$ cat src/rtl/i2c_ss_pkg.sv
package i2c_ss_pkg;
  localparam int BYTE_W = 8;
  localparam int CNT_W  = $clog2(BYTE_W + 1);
  localparam int IDX_W  = $clog2(BYTE_W);

  localparam logic [7:0] SC_BUS_ERR    = 8'h00;
  localparam logic [7:0] SC_OWN_WR     = 8'h60;
  localparam logic [7:0] SC_GCALL      = 8'h70;
  localparam logic [7:0] SC_RX_ACK     = 8'h80;
  localparam logic [7:0] SC_RX_NACK    = 8'h88;
  localparam logic [7:0] SC_GC_RX_ACK  = 8'h90;
  localparam logic [7:0] SC_GC_RX_NACK = 8'h98;
  localparam logic [7:0] SC_END_COND   = 8'hA0;
  localparam logic [7:0] SC_OWN_RD     = 8'hA8;
  localparam logic [7:0] SC_TX_ACK     = 8'hB8;
  localparam logic [7:0] SC_TX_NACK    = 8'hC0;
  localparam logic [7:0] SC_TX_LAST    = 8'hC8;
  localparam logic [7:0] SC_IDLE       = 8'hF8;

  typedef enum logic [2:0] {
    ST_IDLE, ST_ADDR, ST_ADDR_ACK, ST_RX, ST_RX_ACK, ST_TX, ST_TX_ACK, ST_ERR
  } slv_state_e;
endpackage

$ cat src/rtl/i2c_line_sync.sv
module i2c_line_sync #(
  parameter int STAGES = 2
) (
  input  logic clk,
  input  logic rst_n,
  input  logic line_i,
  output logic level_o,
  output logic rise_o,
  output logic fall_o
);
  logic [STAGES:0] pipe_q;

  always_ff @(posedge clk or negedge rst_n) begin
    if (!rst_n) pipe_q <= '1;
    else        pipe_q <= {pipe_q[STAGES-1:0], line_i};
  end

  assign level_o = pipe_q[STAGES-1];
  assign rise_o  = pipe_q[STAGES-1] & ~pipe_q[STAGES];
  assign fall_o  = ~pipe_q[STAGES-1] & pipe_q[STAGES];
endmodule

$ cat src/rtl/i2c_cond_detect.sv
module i2c_cond_detect (
  input  logic scl_lvl_i,
  input  logic sda_rise_i,
  input  logic sda_fall_i,
  output logic start_o,
  output logic stop_o
);
  assign start_o = scl_lvl_i & sda_fall_i;
  assign stop_o  = scl_lvl_i & sda_rise_i;
endmodule

$ cat src/rtl/i2c_slave_core.sv
module i2c_slave_core
  import i2c_ss_pkg::*;
(
  input  logic              clk,
  input  logic              rst_n,
  input  logic              scl_rise_i,
  input  logic              scl_fall_i,
  input  logic              start_i,
  input  logic              stop_i,
  input  logic              sda_i,
  input  logic [6:0]        own_addr_i,
  input  logic              ack_en_i,
  input  logic [BYTE_W-1:0] tx_byte_i,
  input  logic              abort_i,
  output logic              sda_low_o,
  output logic              ev_valid_o,
  output logic [7:0]        ev_code_o,
  output logic              rx_valid_o,
  output logic [BYTE_W-1:0] rx_byte_o
);
  localparam logic [CNT_W-1:0] FULL_CNT = CNT_W'(BYTE_W);
  localparam logic [CNT_W-1:0] LAST_TX  = CNT_W'(BYTE_W - 1);
  localparam logic [IDX_W-1:0] TOP_IDX  = IDX_W'(BYTE_W - 1);

  slv_state_e        state_q, state_d;
  logic [CNT_W-1:0]  cnt_q, cnt_d;
  logic [BYTE_W-1:0] shift_q, shift_d;
  logic              gc_q, gc_d, rd_q, rd_d, ack_q, ack_d;
  logic              hit_own, hit_gc;

  assign hit_own = (shift_q[BYTE_W-1:1] == own_addr_i);
  assign hit_gc  = (shift_q == '0);

  always_comb begin
    state_d    = state_q;
    cnt_d      = cnt_q;
    shift_d    = shift_q;
    gc_d       = gc_q;
    rd_d       = rd_q;
    ack_d      = ack_q;
    ev_valid_o = 1'b0;
    ev_code_o  = SC_IDLE;
    rx_valid_o = 1'b0;
    if (abort_i) begin
      state_d = ST_IDLE;
      cnt_d   = '0;
    end else if (start_i || stop_i) begin
      cnt_d = '0;
      case (state_q)
        ST_IDLE, ST_ADDR: state_d = start_i ? ST_ADDR : ST_IDLE;
        ST_ERR:           state_d = ST_ERR;
        ST_RX: begin
          ev_valid_o = 1'b1;
          if (cnt_q <= CNT_W'(1)) begin
            ev_code_o = SC_END_COND;
            state_d   = start_i ? ST_ADDR : ST_IDLE;
          end else begin
            ev_code_o = SC_BUS_ERR;
            state_d   = ST_ERR;
          end
        end
        default: begin
          ev_valid_o = 1'b1;
          ev_code_o  = SC_BUS_ERR;
          state_d    = ST_ERR;
        end
      endcase
    end else begin
      case (state_q)
        ST_ADDR, ST_RX: begin
          if (scl_rise_i && cnt_q < FULL_CNT) begin
            shift_d = {shift_q[BYTE_W-2:0], sda_i};
            cnt_d   = cnt_q + 1'b1;
          end else if (scl_fall_i && cnt_q == FULL_CNT) begin
            cnt_d = '0;
            if (state_q == ST_RX) begin
              rx_valid_o = 1'b1;
              ack_d      = ack_en_i;
              state_d    = ST_RX_ACK;
            end else if (ack_en_i && (hit_own || hit_gc)) begin
              gc_d    = hit_gc;
              rd_d    = shift_q[0] & ~hit_gc;
              state_d = ST_ADDR_ACK;
            end else begin
              state_d = ST_IDLE;
            end
          end
        end
        ST_ADDR_ACK: if (scl_fall_i) begin
          ev_valid_o = 1'b1;
          ev_code_o  = gc_q ? SC_GCALL : (rd_q ? SC_OWN_RD : SC_OWN_WR);
          state_d    = rd_q ? ST_TX : ST_RX;
          cnt_d      = '0;
        end
        ST_RX_ACK: if (scl_fall_i) begin
          ev_valid_o = 1'b1;
          if (gc_q) ev_code_o = ack_q ? SC_GC_RX_ACK : SC_GC_RX_NACK;
          else      ev_code_o = ack_q ? SC_RX_ACK : SC_RX_NACK;
          state_d = ack_q ? ST_RX : ST_IDLE;
          cnt_d   = '0;
        end
        ST_TX: if (scl_fall_i) begin
          if (cnt_q == LAST_TX) begin
            state_d = ST_TX_ACK;
            cnt_d   = '0;
          end else begin
            cnt_d = cnt_q + 1'b1;
          end
        end
        ST_TX_ACK: begin
          if (scl_rise_i) ack_d = ~sda_i;
          else if (scl_fall_i) begin
            ev_valid_o = 1'b1;
            ev_code_o  = !ack_q ? SC_TX_NACK : (ack_en_i ? SC_TX_ACK : SC_TX_LAST);
            state_d    = (ack_q && ack_en_i) ? ST_TX : ST_IDLE;
            cnt_d      = '0;
          end
        end
        default: ;
      endcase
    end
  end

  always_ff @(posedge clk or negedge rst_n) begin
    if (!rst_n) begin
      state_q <= ST_IDLE;
      cnt_q   <= '0;
      shift_q <= '0;
      gc_q    <= 1'b0;
      rd_q    <= 1'b0;
      ack_q   <= 1'b0;
    end else begin
      state_q <= state_d;
      cnt_q   <= cnt_d;
      shift_q <= shift_d;
      gc_q    <= gc_d;
      rd_q    <= rd_d;
      ack_q   <= ack_d;
    end
  end

  always_comb begin
    case (state_q)
      ST_ADDR_ACK: sda_low_o = 1'b1;
      ST_RX_ACK:   sda_low_o = ack_q;
      ST_TX:       sda_low_o = ~tx_byte_i[TOP_IDX - cnt_q[IDX_W-1:0]];
      default:     sda_low_o = 1'b0;
    endcase
  end

  assign rx_byte_o = shift_q;


  ev_on_bus_edge_chk: assert property (@(posedge clk) disable iff (!rst_n)
    ev_valid_o |-> (scl_fall_i || start_i || stop_i));

  err_release_chk: assert property (@(posedge clk) disable iff (!rst_n)
    (ev_valid_o && ev_code_o == SC_BUS_ERR) |=> !sda_low_o);

  nack_unaddr_chk: assert property (@(posedge clk) disable iff (!rst_n)
    (ev_valid_o && (ev_code_o == SC_RX_NACK || ev_code_o == SC_GC_RX_NACK))
      |=> state_q == ST_IDLE);

  last_release_chk: assert property (@(posedge clk) disable iff (!rst_n)
    (ev_valid_o && ev_code_o == SC_TX_LAST) |=> !sda_low_o);
endmodule

$ cat src/rtl/i2c_status_slave.sv
module i2c_status_slave
  import i2c_ss_pkg::*;
#(
  parameter int SYNC_STAGES = 2,
  parameter int RST_STAGES  = 2
) (
  input  logic       clk,
  input  logic       rst_n,
  input  logic       scl_i,
  input  logic       sda_i,
  output logic       scl_hold_low_o,
  output logic       sda_drive_low_o,
  output logic       irq_o,
  input  logic       reg_wr_i,
  input  logic [1:0] reg_addr_i,
  input  logic [7:0] reg_wdata_i,
  output logic [7:0] reg_rdata_o
);
  localparam int LINES = 2;

  logic [RST_STAGES-1:0] rst_pipe_q;
  logic                  rst_int_n;

  always_ff @(posedge clk or negedge rst_n) begin
    if (!rst_n) rst_pipe_q <= '0;
    else        rst_pipe_q <= {rst_pipe_q[RST_STAGES-2:0], 1'b1};
  end
  assign rst_int_n = rst_pipe_q[RST_STAGES-1];

  logic [LINES-1:0] line_in, line_lvl, line_rise, line_fall;
  assign line_in = {sda_i, scl_i};

  for (genvar g = 0; g < LINES; g++) begin : g_sync
    i2c_line_sync #(.STAGES(SYNC_STAGES)) u_sync (
      .clk(clk), .rst_n(rst_int_n), .line_i(line_in[g]),
      .level_o(line_lvl[g]), .rise_o(line_rise[g]), .fall_o(line_fall[g]));
  end

  logic start_c, stop_c;
  i2c_cond_detect u_cond (
    .scl_lvl_i(line_lvl[0]), .sda_rise_i(line_rise[1]), .sda_fall_i(line_fall[1]),
    .start_o(start_c), .stop_o(stop_c));

  logic [6:0]        own_q, own_d;
  logic [BYTE_W-1:0] data_q, data_d;
  logic              ack_en_q, ack_en_d, iflg_q, iflg_d;
  logic [7:0]        status_q, status_d;
  logic              wr_own, wr_data, wr_ctl, abort;
  logic              ev_valid, rx_valid, sda_low;
  logic [7:0]        ev_code;
  logic [BYTE_W-1:0] rx_byte;

  assign wr_own  = reg_wr_i && reg_addr_i == 2'd0;
  assign wr_data = reg_wr_i && reg_addr_i == 2'd1;
  assign wr_ctl  = reg_wr_i && reg_addr_i == 2'd2;
  assign abort   = wr_ctl && reg_wdata_i[4];

  i2c_slave_core u_core (
    .clk(clk), .rst_n(rst_int_n),
    .scl_rise_i(line_rise[0]), .scl_fall_i(line_fall[0]),
    .start_i(start_c), .stop_i(stop_c), .sda_i(line_lvl[1]),
    .own_addr_i(own_q), .ack_en_i(ack_en_q), .tx_byte_i(data_q), .abort_i(abort),
    .sda_low_o(sda_low), .ev_valid_o(ev_valid), .ev_code_o(ev_code),
    .rx_valid_o(rx_valid), .rx_byte_o(rx_byte));

  always_comb begin
    own_d    = wr_own ? reg_wdata_i[7:1] : own_q;
    data_d   = rx_valid ? rx_byte : (wr_data ? reg_wdata_i : data_q);
    ack_en_d = wr_ctl ? reg_wdata_i[2] : ack_en_q;
    status_d = ev_valid ? ev_code : status_q;
    if (ev_valid)                                    iflg_d = 1'b1;
    else if (wr_ctl && (!reg_wdata_i[3] || abort))   iflg_d = 1'b0;
    else                                             iflg_d = iflg_q;
  end

  always_ff @(posedge clk or negedge rst_int_n) begin
    if (!rst_int_n) begin
      own_q    <= '0;
      data_q   <= '0;
      ack_en_q <= 1'b0;
      iflg_q   <= 1'b0;
      status_q <= SC_IDLE;
    end else begin
      own_q    <= own_d;
      data_q   <= data_d;
      ack_en_q <= ack_en_d;
      iflg_q   <= iflg_d;
      status_q <= status_d;
    end
  end

  always_comb begin
    case (reg_addr_i)
      2'd0:    reg_rdata_o = {own_q, 1'b0};
      2'd1:    reg_rdata_o = data_q;
      2'd2:    reg_rdata_o = {4'b0000, iflg_q, ack_en_q, 2'b00};
      default: reg_rdata_o = iflg_q ? status_q : SC_IDLE;
    endcase
  end

  assign scl_hold_low_o  = iflg_q;
  assign irq_o           = iflg_q;
  assign sda_drive_low_o = sda_low;


  flag_sticky_chk: assert property (@(posedge clk) disable iff (!rst_int_n)
    (iflg_q && !wr_ctl) |=> iflg_q);
endmodule

$ cat config.mk
export PLATFORM = sky130hd
export DESIGN_NAME = i2c_status_slave
export DESIGN_NICKNAME = d
export VERILOG_FILES = /design/src/rtl/i2c_ss_pkg.sv /design/src/rtl/i2c_line_sync.sv /design/src/rtl/i2c_cond_detect.sv /design/src/rtl/i2c_slave_core.sv /design/src/rtl/i2c_status_slave.sv
export SDC_FILE = /design/constraint.sdc
export NUM_CORES = 1
export LEC_CHECK = 0
export ABC_CLOCK_PERIOD_IN_PS = 1700
export BUFFER_PORTS_ARGS = -buffer_cell sky130_fd_sc_hd__buf_2
export CORE_MARGIN = 3
export CORE_UTILIZATION = 57
export DETAILED_ROUTE_END_ITERATION = 12
export PLACE_DENSITY = 0.81
export SYNTH_ARGS = -nofsm -noshare
export SYNTH_HDL_FRONTEND = slang
export SYNTH_HIERARCHICAL = 1
export SYNTH_SLANG_ARGS = --single-unit
$ cat constraint.sdc
create_clock -name clk -period 1.7 [get_ports clk]
set_clock_uncertainty 0.05 [all_clocks]
set_input_delay 0.085 -clock clk [delete_from_list [all_inputs] [get_ports clk]]
set_output_delay 0.085 -clock clk [all_outputs]
set_load 0.03 [all_outputs]
==> results.ini, run 1 <==
[grt]
grt.total_usage=0.310
grt_pass1_vias=2924
grt.overflow.total=0
grt_pass1_wl_um=15000
antenna_found_initial=0
grt_start_max_net_pins=36

[layout]
n_antenna_cell=0
finalCoreUtilization=0.829
layout-drive-gt1-share=0.470
nFillCells=282
nets=434
synthToLayoutAreaGrowth_pct=39.5
stdcell_area_mm2=0.00429

[yosys]
synth_edf_count=0
synthesis.area_mm2=0.00307
yosys_warnings=6
yosysTopAreaCellShare=0.326
synth_cell_types=63
ys_top_cells_by_count=dfrtp_1, nand2_1, a21oi_1, mux2_2, nor2b_1
yosys.area.top_type=dfrtp_1
synth-main-ff-cell=dfrtp_1
synth_area_per_cell_um2=9.79
async_flop_share=1.00
syn_inst=314
synthTopCellsByArea=dfrtp_1, mux2_2, dfstp_2, a21oi_1, nor2b_1
synth_seq_cells=51
yosysMostFrequentCell=dfrtp_1
synth_seq_area_share=0.420

[detailed_routing]
wl_per_cell_um=20.0
postRouteAntennaNets=0
vias=3020
avgViaCountPerCell=6.20
first_pass_iters=5
finalWirelength_um=9730
drcViolationCount=0
first_iter_violations=355

[hold_path]
holdPathStages=3
min_to=data_q[0]
hold_path_startpoint=reg_wdata_i[0]
hold_class=in -> reg

[setup_path]
r2r_cells=10
crit_arrival_ns=2.28
slowest_delay_ns=0.55
required_ns=1.88
crit_fanout=3
cp-end-kind=flop
rr_startpoint=g_sync[1].u_sync/pipe_q[1]
reg2reg_slack_ns=-0.40
r2r_end=u_core/gc_q
crit_path_start_kind=flop
path_cells=and2b_2 -> and2_4 -> buf_4 -> nor2_4 -> nand2_2 -> nor2_4 -> buf_6 -> nand4_1 -> buf_4 -> mux2i_1
slowest_stage=dfstp_2
criticalPathCategory=reg -> reg

[clock_network]
cts_tree=built
cts.sinks=51
htreeDepth=2
cts_buffers=5
insertion_delay_ns=0.31
ctsRootBufferMaster=clkbuf_8
cts.reportedPaths.clkPinSlew_ns=0.10
clock_path_buffers=2

[timing]
rsz0062_at_grt=true
max_freq_mhz=476
fin_crit_ns=2.10
final.period_utilization=1.24
final-setup-viol-count=36
hold_viol_final=0
worst_slack_ns=-0.400
drv_slew=0

[die]
die_x_um=79.4
core_mm2=0.00517
initial_core_util=0.594
rows=26
fp.dieH_um=79.4
io_pins=26
die_area_mm2=0.00631

[power]
ir_drop_mv=0.743
power.density_mw_per_mm2=1310
leakagePower_nw=1.94

[outcome]
status=finished with violations
violations=setup timing

[place]
pre_cts_ws_ns=-0.454
port_buffers=25
placed_area_mm2=0.00375
place_congestion=0.904
hpwl_um=5970

[flow_run]
drv_cap=0

## placed cells by master (no fill, tap or decap), types with 3 or more instances in the layout
master,synthesis,final
o21ai_0,16,10
nand3_1,4,3
dfrtp_2,0,3
a21o_1,5,5
xnor2_1,4,4
o21ai_2,1,6
clkbuf_8,0,6
nand2b_1,4,3
mux2_2,26,22
dfstp_2,11,11
nor2_1,11,8
nand2_1,30,27
nor2b_2,0,3
mux2i_1,7,6
nor4_1,4,4
a21oi_1,28,26
o22ai_1,6,6
buf_4,4,67
inv_1,9,9
buf_12,0,3
mux2_4,0,4
buf_2,9,23
dfrtp_1,40,37
nor2_4,0,3
conb_1,2,4
ha_1,3,3
nand3b_1,5,5
xor2_1,3,3
buf_6,2,11
nor2b_1,19,14
o21ai_1,3,4
mux4_2,3,3
dlygate4sd3_1,0,8
## stage by stage
step	cells	hold WS, ns	setup TNS [ns]	power, W
4_1_cts	480	0.0000552	-10.00	0.00524
6_report	487	0.0110	-12.74	0.00561
3_5_place_dp	457	-0.179	-13.51	0.00426
5_1_grt	487	0.0166	-14.49	0.00587
3_3_place_gp	457	-0.179	-11.76	0.00418
2_1_floorplan	316	-0.261	-11.59	0.00324
## kinds of logic (layout without fill, tap and decap cells)
logic type,after synthesis,count (layout),synth area share
compound gates,86,86,0.177
xor+xnor,7,7,0.0200
fa+ha+maj,3,3,0.0122
buf+inv,30,130,0.0501
flops,51,51,0.420
mux,36,36,0.140
other cells,2,4,0.00244
simple gates,99,100,0.178
## power breakdown
group	total, W	switching, W	leakage [nW]	internal [W]
clock network	0.000754	0.000420	0.0484	0.000335
registers	0.00185	0.000314	0.614	0.00154
logic	0.00300	0.00150	1.28	0.00151
## layout make-up
type	instances	area [um2]	share of cell area
Sequential cell	51	1290	0.302
Multi-Input combinational cell	236	1870	0.436
Inverter	9	33.8	0.00788
Tap cell	70	87.6	0.0204
Timing Repair Buffer	113	910	0.212
Clock buffer	7	86.3	0.0201
Clock inverter	1	8.76	0.00204
## sequential cells by signal, indices dropped and copies added, names as in the netlist
signal / flops
data_q: 8
u_core/rd_q: 1
u_core/state_q: 3
u_core/cnt_q: 4
status_q: 8
u_core/rx_byte_o: 8
u_core/gc_q: 1
own_q: 7
ack_en_q: 1
g_sync.u_sync/pipe_q: 6
irq_o: 1
u_core/ack_q: 1
rst_pipe_q: 2
## worst max path at each step
stage	from	to	slack, ns	cells after the start
3_3_place_gp	g_sync[1].u_sync/pipe_q[1]	status_q[1]	-0.40	7
4_1_cts	g_sync[1].u_sync/pipe_q[1]	status_q[1]	-0.35	7
6_report	g_sync[1].u_sync/pipe_q[1]	u_core/gc_q	-0.40	10
5_1_grt	g_sync[1].u_sync/pipe_q[1]	u_core/cnt_q[3]	-0.49	10
2_1_floorplan	g_sync[1].u_sync/pipe_q[1]	status_q[0]	-0.42	8
3_5_place_dp	g_sync[1].u_sync/pipe_q[1]	status_q[1]	-0.45	7
## worst max-delay path: cells and delay by family, from the launching register on
| kind | cells | cell delay, ns |
|---|---|---|
| flops | 1 | 0.55 |
| simple gates | 6 | 0.82 |
| buf+inv | 3 | 0.43 |
| mux | 1 | 0.17 |
## layer usage
| metal | track usage | part of all wire | wire length [um] | vias up |
|---|---|---|---|---|
| met3 | 0.0598 | 0.076 | 743 | 49 |
| met1 | 0.402 | 0.39 | 3810 | 1465 |
| met5 | 0 | 0 | 0 | - |
| met2 | 0.519 | 0.49 | 4750 | 177 |
| li1 | - | - | - | 1329 |
| met4 | 0.107 | 0.044 | 425 | 0 |
## repair_timing
action	CTS	global route
gates resized for setup	33	32
endpoints found under the hold margin	8	1
hold buffers	7	1
endpoints found under the setup margin	36	38
buffers inserted	6	6
gates cloned	2	0
pin swaps	11	9
No activity file was read; power rests on OpenSTA's default activity.
==> run 2, diff against run 1 <==
--- a/config.mk
+++ b/config.mk
@@ -5,12 +5,13 @@
 export SDC_FILE = /design/constraint.sdc
 export NUM_CORES = 1
 export LEC_CHECK = 0
+export ABC_AREA = 1
 export ABC_CLOCK_PERIOD_IN_PS = 1700
 export BUFFER_PORTS_ARGS = -buffer_cell sky130_fd_sc_hd__buf_2
 export CORE_MARGIN = 3
 export CORE_UTILIZATION = 57
 export DETAILED_ROUTE_END_ITERATION = 12
-export PLACE_DENSITY = 0.81
+export PLACE_DENSITY = 0.8
 export SYNTH_ARGS = -nofsm -noshare
 export SYNTH_HDL_FRONTEND = slang
 export SYNTH_HIERARCHICAL = 1
==> run 2 against run 1 <==
The flow still finishes with violations (setup timing). Flip-flop and latch count did not move. Final cell count increased by 28%. Cell area rose by 3.0%. Fmax up 9.7%. Setup slack better by 0.18 ns. Critical path type unchanged.
==> results.ini, run 2 <==
[yosys]
synthTopCellsByArea=dfrtp_1, nand2_1, dfstp_2, nand3_1, inv_1
synth_compound_gate_area_share=0.122  ; -0.0554
yosysTopAreaCellShare=0.312  ; -0.0136
yosysMostFrequentCell=nand2_1
synth_edf_count=0  ; unchanged
syn_inst=456  ; +45%
synth_seq_cells=51  ; unchanged
synth-simple-area-share=0.359  ; +0.181
synth-adder-area-share=0.0117  ; -0.000510
synthMuxAreaShare=0  ; -0.140
synth-main-ff-cell=dfrtp_1
yosys.area.top_type=dfrtp_1
ys_top_cells_by_count=nand2_1, inv_1, nand3_1, dfrtp_1, o21ai_0
synth_seq_area_share=0.402  ; -0.0175
async_flop_share=1.00  ; unchanged
synthesis.area_mm2=0.00321  ; +4.4%
synth_area_per_cell_um2=7.03  ; -28%
yosys_warnings=6  ; unchanged
synth_cell_types=37  ; -41%
synthXorXnorAreaFrac=0.00273  ; -0.0172
synth_top_family_by_area=simple AND/OR/NAND/NOR gates

[setup_path]
r2r_cells=10  ; unchanged
cp_common_cell=nand2_1
crit_arrival_ns=2.11  ; -0.17 ns
cp-end-kind=flop
worst-path-stages=10  ; unchanged
crit_path_start_kind=flop
criticalPathCategory=reg -> reg
required_ns=1.90  ; +0.02 ns
slowest_stage=dfstp_2
crit_fanout=8  ; +5
crit_family=simple AND/OR/NAND/NOR gates
reg2reg_slack_ns=-0.21  ; +0.18 ns
path_cells=inv_2 -> nor2_4 -> nand4_1 -> nor4_4 -> buf_6 -> buf_8 -> nand2_2 -> o21ai_2 -> nand2_1 -> nand2_1
critPathBufInv=3  ; unchanged
slowest_delay_ns=0.56  ; about the same

[die]
core_mm2=0.00527  ; +1.9%
initial_core_util=0.608  ; +0.0144
rows=26  ; unchanged
die_x_um=81.0  ; +2.0%
fp.dieH_um=81.0  ; +2.0%
die_area_mm2=0.00656  ; +4.0%
io_pins=26  ; unchanged

[timing]
hold_ws_ns=0.0155  ; +0.00441 ns
drv_slew=0  ; unchanged
rsz0062_at_grt=true
max_freq_mhz=522  ; +9.7%
final.period_utilization=1.13  ; -0.109
worst_slack_ns=-0.215  ; +0.185 ns
fin_crit_ns=1.91  ; -0.185 ns
hold_viol_final=0  ; unchanged
final-setup-viol-count=26  ; -28%

[hold_path]
hold_class=in -> reg
holdPathStages=3  ; unchanged

[layout]
nFillCells=319  ; +13%
synthToLayoutAreaGrowth_pct=37.8
layout_common_cells=nand2_1, buf_4, inv_1, dfrtp_1, nand3_1
final_common_cell=nand2_1
nets=570  ; +31%
layout-drive-gt1-share=0.389  ; -0.0812
final_cells=623  ; +28%
n_antenna_cell=0  ; unchanged

[detailed_routing]
drcViolationCount=0  ; unchanged
vias=3422  ; +13%
postRouteAntennaNets=0  ; unchanged
first_pass_iters=5  ; unchanged
first_iter_violations=297  ; -16%
finalWirelength_um=9760  ; +0.36%
avgViaCountPerCell=5.49  ; -11%
wl_per_cell_um=15.7  ; -22%

[power]
ir_drop_mv=0.768  ; +3.3%
power.density_mw_per_mm2=1310  ; +0.27%
leakagePower_nw=2.22  ; +14%

[clock_network]
cts.reportedPaths.clkPinSlew_ns=0.10  ; about the same
cts.sinks=51  ; unchanged
ctsRootBufferMaster=clkbuf_8
clock_path_buffers=2  ; unchanged
htreeDepth=2  ; unchanged
insertion_delay_ns=0.31  ; about the same
cts_tree=built
cts_buffers=5  ; unchanged

[grt]
grt.total_usage=0.299  ; -0.0107
grt_start_max_net_pins=50  ; +39%
grt.overflow.total=0  ; unchanged
antenna_found_initial=0  ; unchanged
grt_pass1_wl_um=15200  ; +1.1%
grt_pass1_vias=3208  ; +9.7%

[flow_run]
drv_cap=0  ; unchanged

[outcome]
status=finished with violations
violations=setup timing

[place]
hpwl_um=6540  ; +9.5%
port_buffers=25  ; unchanged
pre_cts_ws_ns=-0.180  ; +0.274 ns
dpl.cell_count=587  ; +28%
place_congestion=0.990  ; +9.6%

## run 2: per-stage QoR
step	utilization	TNS (ns)	instance area (um2)	total power [W]
floorplan	-	-1.09	3250	0.00345
CTS	0.788	-2.63	4150	0.00540
global route	0.838	-5.61	4420	0.00612
global placement	0.707	-4.55	3730	0.00418
detailed placement	0.707	-4.74	3730	0.00423
finish	0.838	-3.53	4420	0.00579
## run 2: cells by family after synthesis
logic type	count (synthesis)
AOI/OAI and AO/OA	68
xor gates and xnor gates	1
adders and majority gates	3
buffers and inverters	74
DFF	51
other	2
and+or+nand+nor	257
## run 2: final timing paths
| path | startpoint | end |
|---|---|---|
| max | g_sync[0].u_sync/pipe_q[2] | data_q[6] |
| min | reg_wdata_i[3] | own_q[2] |
| max reg2reg | g_sync[0].u_sync/pipe_q[2] | data_q[6] |
| min reg2reg | rst_pipe_q[1] | own_q[1] |
| max in group asynchronous | rst_pipe_q[1] | g_sync[0].u_sync/pipe_q[2] |
| min in group asynchronous | rst_n | rst_pipe_q[1] |
## run 2: final cells by class
type,instances,area (um2),share of cell area
clock buffer,6,82.6,0.0187
tap,70,87.6,0.0198
timing repair inverter,1,7.51,0.00170
sequential,51,1290,0.293
timing repair buffer,97,758,0.172
inverter,63,251,0.0569
multi-input combinational,333,1900,0.429
clock inverter,2,38.8,0.00878
## run 2: report_power, final
group	total [W]	internal [W]	switching, W	leakage [nW]
registers	0.00189	0.00156	0.000329	0.619
logic	0.00299	0.00113	0.00186	1.54
clock network	0.000916	0.000485	0.000431	0.0618
total	0.00579	0.00317	0.00262	2.22
## run 2: worst reg2reg max path: cells and delay by family, from the launching register on
family | cells | cell delay (ns)
simple gates | 6 | 0.84
flops | 1 | 0.56
buf+inv | 3 | 0.35
compound gates | 1 | 0.06
## run 2: what timing repair did
| item | 4_1_cts | 5_1_grt |
|---|---|---|
| pin swaps | 17 | 32 |
| setup endpoints to repair | 36 | 37 |
| hold endpoints to repair | 8 | 0 |
| resized for setup | 51 | 60 |
| hold buffers | 7 | 0 |
| setup buffers | 10 | 12 |
| gates cloned | 1 | 2 |
## run 2: per-layer routing
layer	wire length (um)	vias up	track usage
met5	0	-	0
met4	245	0	0.103
met3	549	29	0.0455
met2	4770	149	0.491
met1	4200	1608	0.404
li1	-	1636	-
==> run 3, diff against run 2 <==
--- a/config.mk
+++ b/config.mk
@@ -8,9 +8,11 @@
 export ABC_AREA = 1
 export ABC_CLOCK_PERIOD_IN_PS = 1700
 export BUFFER_PORTS_ARGS = -buffer_cell sky130_fd_sc_hd__buf_2
+export CAP_MARGIN = 5
 export CORE_MARGIN = 3
 export CORE_UTILIZATION = 57
 export DETAILED_ROUTE_END_ITERATION = 12
+export HOLD_SLACK_MARGIN = 0.12
 export PLACE_DENSITY = 0.8
 export SYNTH_ARGS = -nofsm -noshare
 export SYNTH_HDL_FRONTEND = slang
==> run 3 against run 2 <==
Final cell count increased by 1.1%. Die area unchanged. Register-to-register slack about the same. Largest power group unchanged. Combinational power about the same. Power increased by 0.18%. Highest routed layer unchanged. Worst hold slack improved by 0.19 ns. The flow still finishes with violations (setup timing). Clock-buffer cell count unchanged. First-iteration DRC count increased by 11%.
==> results.ini, run 3 (synthesized netlist as in run 2, its figures left out) <==
[timing]
final-setup-viol-count=27  ; +3.8%
drv_slew=0  ; unchanged
rsz0062_at_grt=true
final.period_utilization=1.12  ; -0.00383
max_freq_mhz=524  ; +0.34%
worst_slack_ns=-0.208  ; +0.00650 ns
hold_viol_final=0  ; unchanged
fin_crit_ns=1.91  ; -0.00650 ns
hold_ws_ns=0.209  ; +0.194 ns

[detailed_routing]
finalWirelength_um=10100  ; +3.6%
first_pass_iters=6  ; +1
drcViolationCount=0  ; unchanged
vias=3525  ; +3.0%
wl_per_cell_um=16.0  ; +2.4%
postRouteAntennaNets=0  ; unchanged
avgViaCountPerCell=5.60  ; +1.9%
first_iter_violations=330  ; +11%

[grt]
antenna_found_initial=0  ; unchanged
grt_start_max_net_pins=50  ; unchanged
grt.overflow.total=0  ; unchanged
grt.total_usage=0.311  ; +0.0113
grt_pass1_wl_um=15700  ; +3.4%
grt_pass1_vias=3286  ; +2.4%

[hold_path]
hold_class=reg -> async

[die]
core_mm2=0.00527  ; unchanged
fp.dieH_um=81.0  ; unchanged
die_x_um=81.0  ; unchanged
initial_core_util=0.608  ; unchanged
io_pins=26  ; unchanged
die_area_mm2=0.00656  ; unchanged
rows=26  ; unchanged

[setup_path]
crit_arrival_ns=2.11  ; about the same
crit_fanout=8  ; unchanged
required_ns=1.90  ; about the same
crit_path_start_kind=flop
criticalPathCategory=reg -> reg
cp-end-kind=flop

[power]
pwr-share-seq=0.326  ; about the same
ir_drop_mv=0.782  ; +1.9%
pwr-share-clk=0.157  ; about the same
power.density_mw_per_mm2=1290  ; -1.4%
p_sw_frac=0.452  ; -0.000757
power_frac_comb=0.517  ; about the same
leakagePower_nw=2.25  ; +1.3%
p_int_w=0.00318  ; +0.32%
switchingPower_w=0.00262  ; about the same

[place]
place_congestion=0.990  ; unchanged
hpwl_um=6540  ; unchanged
port_buffers=25  ; unchanged

[flow_run]
drv_cap=0  ; unchanged

[layout]
n_antenna_cell=0  ; unchanged
layout-drive-gt1-share=0.384  ; -0.00486
finalCoreUtilization=0.852  ; +0.0133
final_common_cell=nand2_1
nFillCells=297  ; -6.9%
layout_common_cells=nand2_1, buf_4, inv_1, dfrtp_1, nand3_1
nets=577  ; +1.2%
synthToLayoutAreaGrowth_pct=40.0

[clock_network]
cts_tree=built
cts.reportedPaths.clkPinSlew_ns=0.10  ; about the same
clock_path_buffers=2  ; unchanged
ctsRootBufferMaster=clkbuf_8
cts.sinks=51  ; unchanged
htreeDepth=2  ; unchanged
insertion_delay_ns=0.31  ; about the same
cts_buffers=5  ; unchanged

[outcome]
status=finished with violations
violations=setup timing

==> run 3: layer usage <==
layer,part of all wire,up-vias,track usage
met4,0.034,0,0.127
met5,0,-,0
met2,0.49,194,0.508
li1,-,1655,-
met1,0.41,1635,0.412
met3,0.071,41,0.0477
==> run 3: worst max-delay path, stage by stage (launching register included) <==
cell and delay [ns]:
dfstp_2 0.56, inv_2 0.04, nor2_4 0.10, nand4_1 0.19
nor4_4 0.34, buf_6 0.17, buf_8 0.13, nand2_2 0.06
o21ai_2 0.06, nand2_1 0.08, nand2_1 0.06
==> run 3: path summary, 6_finish.rpt <==
path	cells past startpoint	start	slack, ns	end
worst max-delay path	10	g_sync[0].u_sync/pipe_q[2]	-0.21	data_q[6]
worst min-delay path	1	rst_pipe_q[1]	0.21	own_q[5]
worst max register to register	10	g_sync[0].u_sync/pipe_q[2]	-0.21	data_q[6]
worst min register to register	1	rst_pipe_q[1]	0.21	own_q[5]
max in group asynchronous	3	rst_n	0.89	rst_pipe_q[1]
min in group clk	5	reg_wr_i	0.25	irq_o
==> run 3: power groups by stage <==
stage | Sequential, W | Clock (W) | Combinational [W]
2_1_floorplan | 0.00179 | 0 | 0.00167
3_3_place_gp | 0.00185 | 0 | 0.00233
3_5_place_dp | 0.00186 | 0 | 0.00237
4_1_cts | 0.00184 | 0.000921 | 0.00265
5_1_grt | 0.00192 | 0.000964 | 0.00326
6_report | 0.00189 | 0.000914 | 0.00300
==> run 3: metrics by stage <==
stage                     total power, W  worst slack (ns)  setup TNS [ns]  cell area, um2  cells
after floorplan                  0.00345            -0.140           -1.09            3250    458
after global placement           0.00418            -0.192           -4.55            3730    587
after detailed placement         0.00423            -0.180           -4.74            3730    587
after CTS                        0.00542            -0.200           -2.63            4220    618
after global routing             0.00615            -0.283           -5.57            4490    630
final                            0.00580            -0.208           -3.37            4490    630
==> run 3: what timing repair did <==
item | CTS | global route
pin swaps | 17 | 32
buffers inserted | 10 | 12
resized for setup | 51 | 60
hold endpoints to repair | 16 | 0
cloned | 1 | 2
hold buffers | 14 | 0
setup endpoints to repair | 36 | 37
==> run 3: final cells by class <==
class / instances / area, um2 / share of cell area
Clock buffer: 6 / 82.6 / 0.0184
Clock inverter: 2 / 38.8 / 0.00864
Inverter: 63 / 251 / 0.0560
Multi-Input combinational cell: 333 / 1900 / 0.423
Sequential cell: 51 / 1290 / 0.289
Tap cell: 70 / 87.6 / 0.0195
Timing Repair Buffer: 104 / 828 / 0.185
Timing Repair inverter: 1 / 7.51 / 0.00167
